**src/rtl/dpc_pkg.sv**
```systemverilog
package dpc_pkg;

  localparam int NSECT = 12;
  localparam int NENT  = NSECT * 4;

  // Vector number (0..7) for sector n (1..12) and comparator bits.
  function automatic int sel_vector(input int n, input bit dp, input bit dq);
    int k;
    int v;
    k = n / 2;
    case ({dp, dq})
      2'b00: v = (k == 0) ? 6 : k;
      2'b01: v = (k + 1 == 7) ? 1 : k + 1;
      2'b10: begin
        if (n % 2 == 1) v = ((n - 1) / 2 == 0) ? 6 : (n - 1) / 2;
        else            v = (k % 2 == 1) ? 7 : 0;
      end
      default: v = (((n - 1) / 2) % 2 == 0) ? 7 : 0;
    endcase
    return v;
  endfunction

  // Leg pattern {a,b,c} of vector v.
  function automatic logic [2:0] vec_to_gates(input int v);
    logic [2:0] g;
    case (v)
      1:       g = 3'b100;
      2:       g = 3'b110;
      3:       g = 3'b010;
      4:       g = 3'b011;
      5:       g = 3'b001;
      6:       g = 3'b101;
      7:       g = 3'b111;
      default: g = 3'b000;
    endcase
    return g;
  endfunction

  // Content of ROM entry i: i = {sector_index[3:0], dp, dq}.
  function automatic logic [2:0] rom_entry(input int i);
    return vec_to_gates(sel_vector((i >> 2) + 1, i[1], i[0]));
  endfunction

endpackage

```
**src/rtl/hyst_cmp.sv**
```systemverilog
module hyst_cmp #(
  parameter int EW = 16
) (
  input  logic                 clk,
  input  logic                 rst,
  input  logic                 en,
  input  logic signed [EW-1:0] err,
  input  logic        [EW-2:0] band,
  output logic                 q_next,
  output logic                 q
);
  logic signed [EW:0] e_x;
  logic signed [EW:0] b_x;

  assign e_x = {err[EW-1], err};
  assign b_x = {2'b00, band};

  always_comb begin
    if (e_x >= b_x)       q_next = 1'b1;
    else if (e_x <= -b_x) q_next = 1'b0;
    else                  q_next = q;
  end

  always_ff @(posedge clk) begin
    if (rst)     q <= 1'b0;
    else if (en) q <= q_next;
  end
endmodule

```
**src/rtl/sector_map.sv**
```systemverilog
module sector_map #(
  parameter int VW   = 16,
  parameter int FRAC = 16
) (
  input  logic signed [VW-1:0] v_alpha,
  input  logic signed [VW-1:0] v_beta,
  output logic        [3:0]    sect_idx
);
  localparam int PRW = VW + FRAC + 3;
  localparam real SCALE = 2.0 ** FRAC;
  localparam int unsigned T30 = $rtoi(0.5773502692 * SCALE);
  localparam int unsigned T60 = $rtoi(1.7320508076 * SCALE);

  logic [VW:0]    mag_a, mag_b;
  logic [PRW-1:0] lhs, lim30, lim60;
  logic [1:0]     reg3;
  logic [3:0]     slice;
  logic           neg_a, neg_b;

  assign neg_a = v_alpha[VW-1];
  assign neg_b = v_beta[VW-1];
  assign mag_a = neg_a ? -{v_alpha[VW-1], v_alpha} : {v_alpha[VW-1], v_alpha};
  assign mag_b = neg_b ? -{v_beta[VW-1], v_beta}   : {v_beta[VW-1], v_beta};

  assign lhs   = PRW'(mag_b) << FRAC;
  assign lim30 = PRW'(mag_a) * PRW'(T30);
  assign lim60 = PRW'(mag_a) * PRW'(T60);

  always_comb begin
    if (lhs < lim30)      reg3 = 2'd0;
    else if (lhs < lim60) reg3 = 2'd1;
    else                  reg3 = 2'd2;
  end

  // 30-degree slice 0..11 measured from the alpha axis.
  always_comb begin
    case ({neg_a, neg_b})
      2'b00:   slice = 4'(reg3);
      2'b10:   slice = 4'd5 - 4'(reg3);
      2'b11:   slice = 4'd6 + 4'(reg3);
      default: slice = 4'd11 - 4'(reg3);
    endcase
    sect_idx = (slice == 4'd11) ? 4'd0 : slice + 4'd1;
  end
endmodule

```
**src/rtl/vector_rom.sv**
```systemverilog
module vector_rom #(
  parameter int DEPTH = dpc_pkg::NENT,
  parameter int AW    = $clog2(DEPTH)
) (
  input  logic [AW-1:0] addr,
  output logic [2:0]    data
);
  logic [2:0] rom [DEPTH];

  for (genvar i = 0; i < DEPTH; i++) begin : g_fill
    assign rom[i] = dpc_pkg::rom_entry(i);
  end

  assign data = (int'(addr) < DEPTH) ? rom[addr] : 3'b000;
endmodule

```
**src/rtl/dpc_vector_sel.sv**
```systemverilog
module dpc_vector_sel #(
  parameter int EW   = 16,
  parameter int VW   = 16,
  parameter int FRAC = 16
) (
  input  logic                 clk,
  input  logic                 rst,
  input  logic                 strobe,
  input  logic signed [EW-1:0] err_p,
  input  logic signed [EW-1:0] err_q,
  input  logic        [EW-2:0] band_p,
  input  logic        [EW-2:0] band_q,
  input  logic signed [VW-1:0] v_alpha,
  input  logic signed [VW-1:0] v_beta,
  output logic        [2:0]    gate_abc
);
  localparam int AW = $clog2(dpc_pkg::NENT);

  logic [1:0] cmp_next;
  logic [1:0] cmp_q;
  logic [3:0] sect_idx;
  logic [2:0] vec_bits;
  logic signed [EW-1:0] errs [2];
  logic        [EW-2:0] bands [2];

  assign errs[0]  = err_q;
  assign errs[1]  = err_p;
  assign bands[0] = band_q;
  assign bands[1] = band_p;

  for (genvar c = 0; c < 2; c++) begin : g_cmp
    hyst_cmp #(.EW(EW)) u_cmp (
      .clk    (clk),
      .rst    (rst),
      .en     (strobe),
      .err    (errs[c]),
      .band   (bands[c]),
      .q_next (cmp_next[c]),
      .q      (cmp_q[c])
    );
  end

  sector_map #(.VW(VW), .FRAC(FRAC)) u_sect (
    .v_alpha  (v_alpha),
    .v_beta   (v_beta),
    .sect_idx (sect_idx)
  );

  vector_rom #(.DEPTH(dpc_pkg::NENT), .AW(AW)) u_rom (
    .addr ({sect_idx, cmp_next}),
    .data (vec_bits)
  );

  always_ff @(posedge clk) begin
    if (rst)         gate_abc <= 3'b000;
    else if (strobe) gate_abc <= vec_bits;
  end

  logic unused_ok;
  assign unused_ok = ^cmp_q;
endmodule

```
**config.mk**
```make
export PLATFORM = sky130hd
export DESIGN_NAME = dpc_vector_sel
export DESIGN_NICKNAME = d
export VERILOG_FILES = /design/src/rtl/dpc_pkg.sv /design/src/rtl/hyst_cmp.sv /design/src/rtl/sector_map.sv /design/src/rtl/vector_rom.sv /design/src/rtl/dpc_vector_sel.sv
export SDC_FILE = /design/constraint.sdc
export NUM_CORES = 1
export LEC_CHECK = 0
export BUFFER_PORTS_ARGS = -buffer_cell sky130_fd_sc_hd__buf_2
export CORE_UTILIZATION = 65
export CTS_CLUSTER_DIAMETER = 150
export DETAILED_ROUTE_END_ITERATION = 8
export HOLD_SLACK_MARGIN = 0.12
export PLACE_DENSITY_LB_ADDON = 0.25
export REMOVE_ABC_BUFFERS = 1
export SYNTH_ARGS = -nofsm -noshare
export SYNTH_HDL_FRONTEND = slang
export SYNTH_HIERARCHICAL = 1
export SYNTH_SLANG_ARGS = --single-unit
```
**constraint.sdc**
```tcl
create_clock -name clk -period 21.8 [get_ports clk]
set_input_delay 4.36 -clock clk [delete_from_list [all_inputs] [get_ports clk]]
set_output_delay 4.36 -clock clk [all_outputs]
set_load 0.01 [all_outputs]
```
==> metrics.md <==
| Metric | Value |
|---|---|
| Status | completed |
| GRT Overall Usage | 0.382 |
| Worst Hold Depth | 2 |
| Setup Skew | ~0.0026 ns |
| Post-synth ARST share | 0 |
| Largest net degree at the start of global routing | 24 |
| Post-CTS Resized | 0 |
| CTS max path bufs | 2 |
| Final HPWL DP | 39.3 mm |
| Worst reg-to-reg setup slack | approximately 20 ns |
| CTS Sinks | 5 |
| # setup viols final | 0 |
| Crit Path Class | in -> reg |
| Max_cap viols | 0 |
| Die height | approximately 150 µm |
| Initial antenna violation count | 0 |
| Final WL | 43.8 mm |
| Antenna Cells | 0 |
| Routed Antenna Nets | 0 |
| Initial Util | 0.661 |
| Setup TNS | 0 ns |
| Slew margin rel. | 0.216 |
| Vias | roughly 13,000 |
| Cell variety after synth | 90 |
| Crit end category | flip-flop |
| EDFF count, synth | 0 |
| Post-CTS setup buffer count | 0 |
| Synth Area in Adders | 0.538 |
| CTS root buf | clkbuf_16 |
| First-pass GRT wire length | between 60 and 70 mm |
| Area Growth Syn to Fin | 6.39% |
| Final-stage net count | 2,450 |
| CP startpoint | v_alpha[0] |
| Synthesized area | about 15,000 µm² |
| Req. time, crit path | 21.97 ns |
| Number of global-route vias before repair | about 13,000 |
| Worst setup path end | gate_abc[2] |
| Top FF cell, synth | dfxtp_1 |
| Area share of and/or/nand/nor cells after synthesis | 0.114 |
| CTS tree | yes |
| Hold Buf Count CTS | 0 |
| Sequential share of the synthesized area | 0.00671 |
| Reg-to-reg endpoint | gate_abc[2] |
| Compound-Gate Fraction of Synth Area | 0.144 |
| F_max | roughly 0.061 GHz |
| Clock transition at the registers of the reported paths | 0.04 ns |
| Least-Margin Pin Slew | about 1.2 ns |
| YS warnings | 6 |
| Synth top area cells | ha_1, fa_1, inv_1 |
| CP peak stage delay | roughly 0.97 ns |
| Synth cell count leaders | inv_1, ha_1, fa_1 |
| Die extent in x | approximately 150 µm |
| Layout cells sized above 1 | 0.0842 |
| TritonRoute pass-1 iters | 5 |
| Xor and xnor area share after synthesis | 0.0947 |
| Post-synth top area cell | ha_1 |
| Worst Hold Class | reg -> reg |
| Mapped Cells | between 1,500 and 2,000 |
| RSZ-0062 raised after global routing | false |
| R2R cell count | 8 |
| Routed len/inst | between 20 and 25 µm |
| Die Area | 23,600 µm² |
| Most common cell in the netlist | inv_1 |
| Gpl congestion | around 1.0 |
| Core ar. | 22,600 µm² |
| Tcrit/Tclk final | 0.748 |
| Row Count | 55 |
| Crit path DAT | roughly 16 ns |
| Worst Setup Start Kind | primary input |
| Ports | 100 |
| Fraction of synthesized area in multiplexers | 0.00336 |
| CP Max Fanout | 13 |
| Register bit total from synthesis | 5 |
| Drt drc | 0 |
| Combinational family with the most area after synthesis | adder cells |
| TritonCTS buffer count | 3 |
| Fin. Hold Viols | 0 |
| Most frequent CP cell | ha_1 |
| H-tree levels | 1 |
| Syn Area/Cell | just under 9 µm² |
| Yosys top cell area share | 0.299 |
| Fin crit period | 16.32 ns |
| Slowest-stage cell, CP | a221oi_1 |
| Clock latency on the worst-skew pair | approximately 0.23 ns |
| GRT Residual Overflow | 0 |
| Worst R2R Start | g_cmp[0].u_cmp/q |
| Buffers on Ports | between 90 and 100 |
| Max Slew Vio Count | 0 |
| Drt via density | approximately 6 |
| First DRT Iteration DRCs | 1,125 |
==> layer usage <==
layer  part of all wire  track usage  vias to the layer above
met5                  0            0                        -
met4              0.047        0.160                        0
met3              0.066       0.0456                       92
met2               0.47        0.650                      540
met1               0.41        0.492                     6147
li1                   -            -                     5955
==> flip-flops by register name, summed over array words and instances (netlist names) <==
| name | cells |
|---|---|
| g_cmp.u_cmp/q | 2 |
| gate_abc | 3 |
==> through the flow <==
step	instances	util	worst slack [ns]	hold WS [ns]	instance area, µm²
6_report	2103	0.703	5.48	0.501	15900
5_1_grt	2103	0.703	4.70	0.526	15900
4_1_cts	2103	0.703	5.61	0.501	15900
3_5_place_dp	2099	0.699	5.47	0.487	15800
3_3_place_gp	2099	0.699	5.54	0.488	15800
2_1_floorplan	1710	-	7.19	0.528	14900
==> layout make-up <==
class | count | area [µm²]
Timing Repair Buffer | 104 | 533
Inverter | 377 | 1420
Tap cell | 285 | 357
Sequential cell | 5 | 100
Fill cell | 1850 | 6710
Clock buffer | 4 | 78.8
Multi-Input combinational cell | 1328 | 13400
==> worst min path at each step <==
stage                      from               end  slack [ns]
2_1_floorplan  g_cmp[0].u_cmp/q  g_cmp[0].u_cmp/q        0.53
3_3_place_gp        gate_abc[0]       gate_abc[0]        0.49
3_5_place_dp        gate_abc[0]       gate_abc[0]        0.49
4_1_cts             gate_abc[0]       gate_abc[0]        0.50
5_1_grt             gate_abc[2]       gate_abc[2]        0.53
6_report            gate_abc[0]       gate_abc[0]        0.50
==> worst max-delay path: cells and delay by family <==
kind            cells  cell delay (ns)
mux                 1             0.10
simple gates       12             2.18
compound gates     11             3.74
buf+inv             5             0.68
fa+ha+maj          11             4.15
xor+xnor            3             1.24
==> cell families (layout without fill, tap and decap cells) <==
| logic type | after synthesis | after routing |
|---|---|---|
| fa+ha+maj | 534 | 534 |
| mux | 5 | 5 |
| xor+xnor | 157 | 157 |
| other cells | 2 | 14 |
| flops | 5 | 5 |
| buf+inv | 388 | 485 |
| compound gates | 310 | 310 |
| simple gates | 308 | 308 |
==> layout by cell type, fill, tap and decap left out, types with 19 or more instances in the layout <==
master,count
o21ai_0,48
fa_1,178
buf_2,99
nand4_1,19
xor2_1,57
a21oi_1,84
nand3_1,31
xnor2_1,95
nand2_1,67
a21o_1,42
nor2_1,53
ha_1,356
inv_1,375
Power is not shown: default switching activity piles up to over one toggle a cycle in this logic, so the estimate is an artifact.
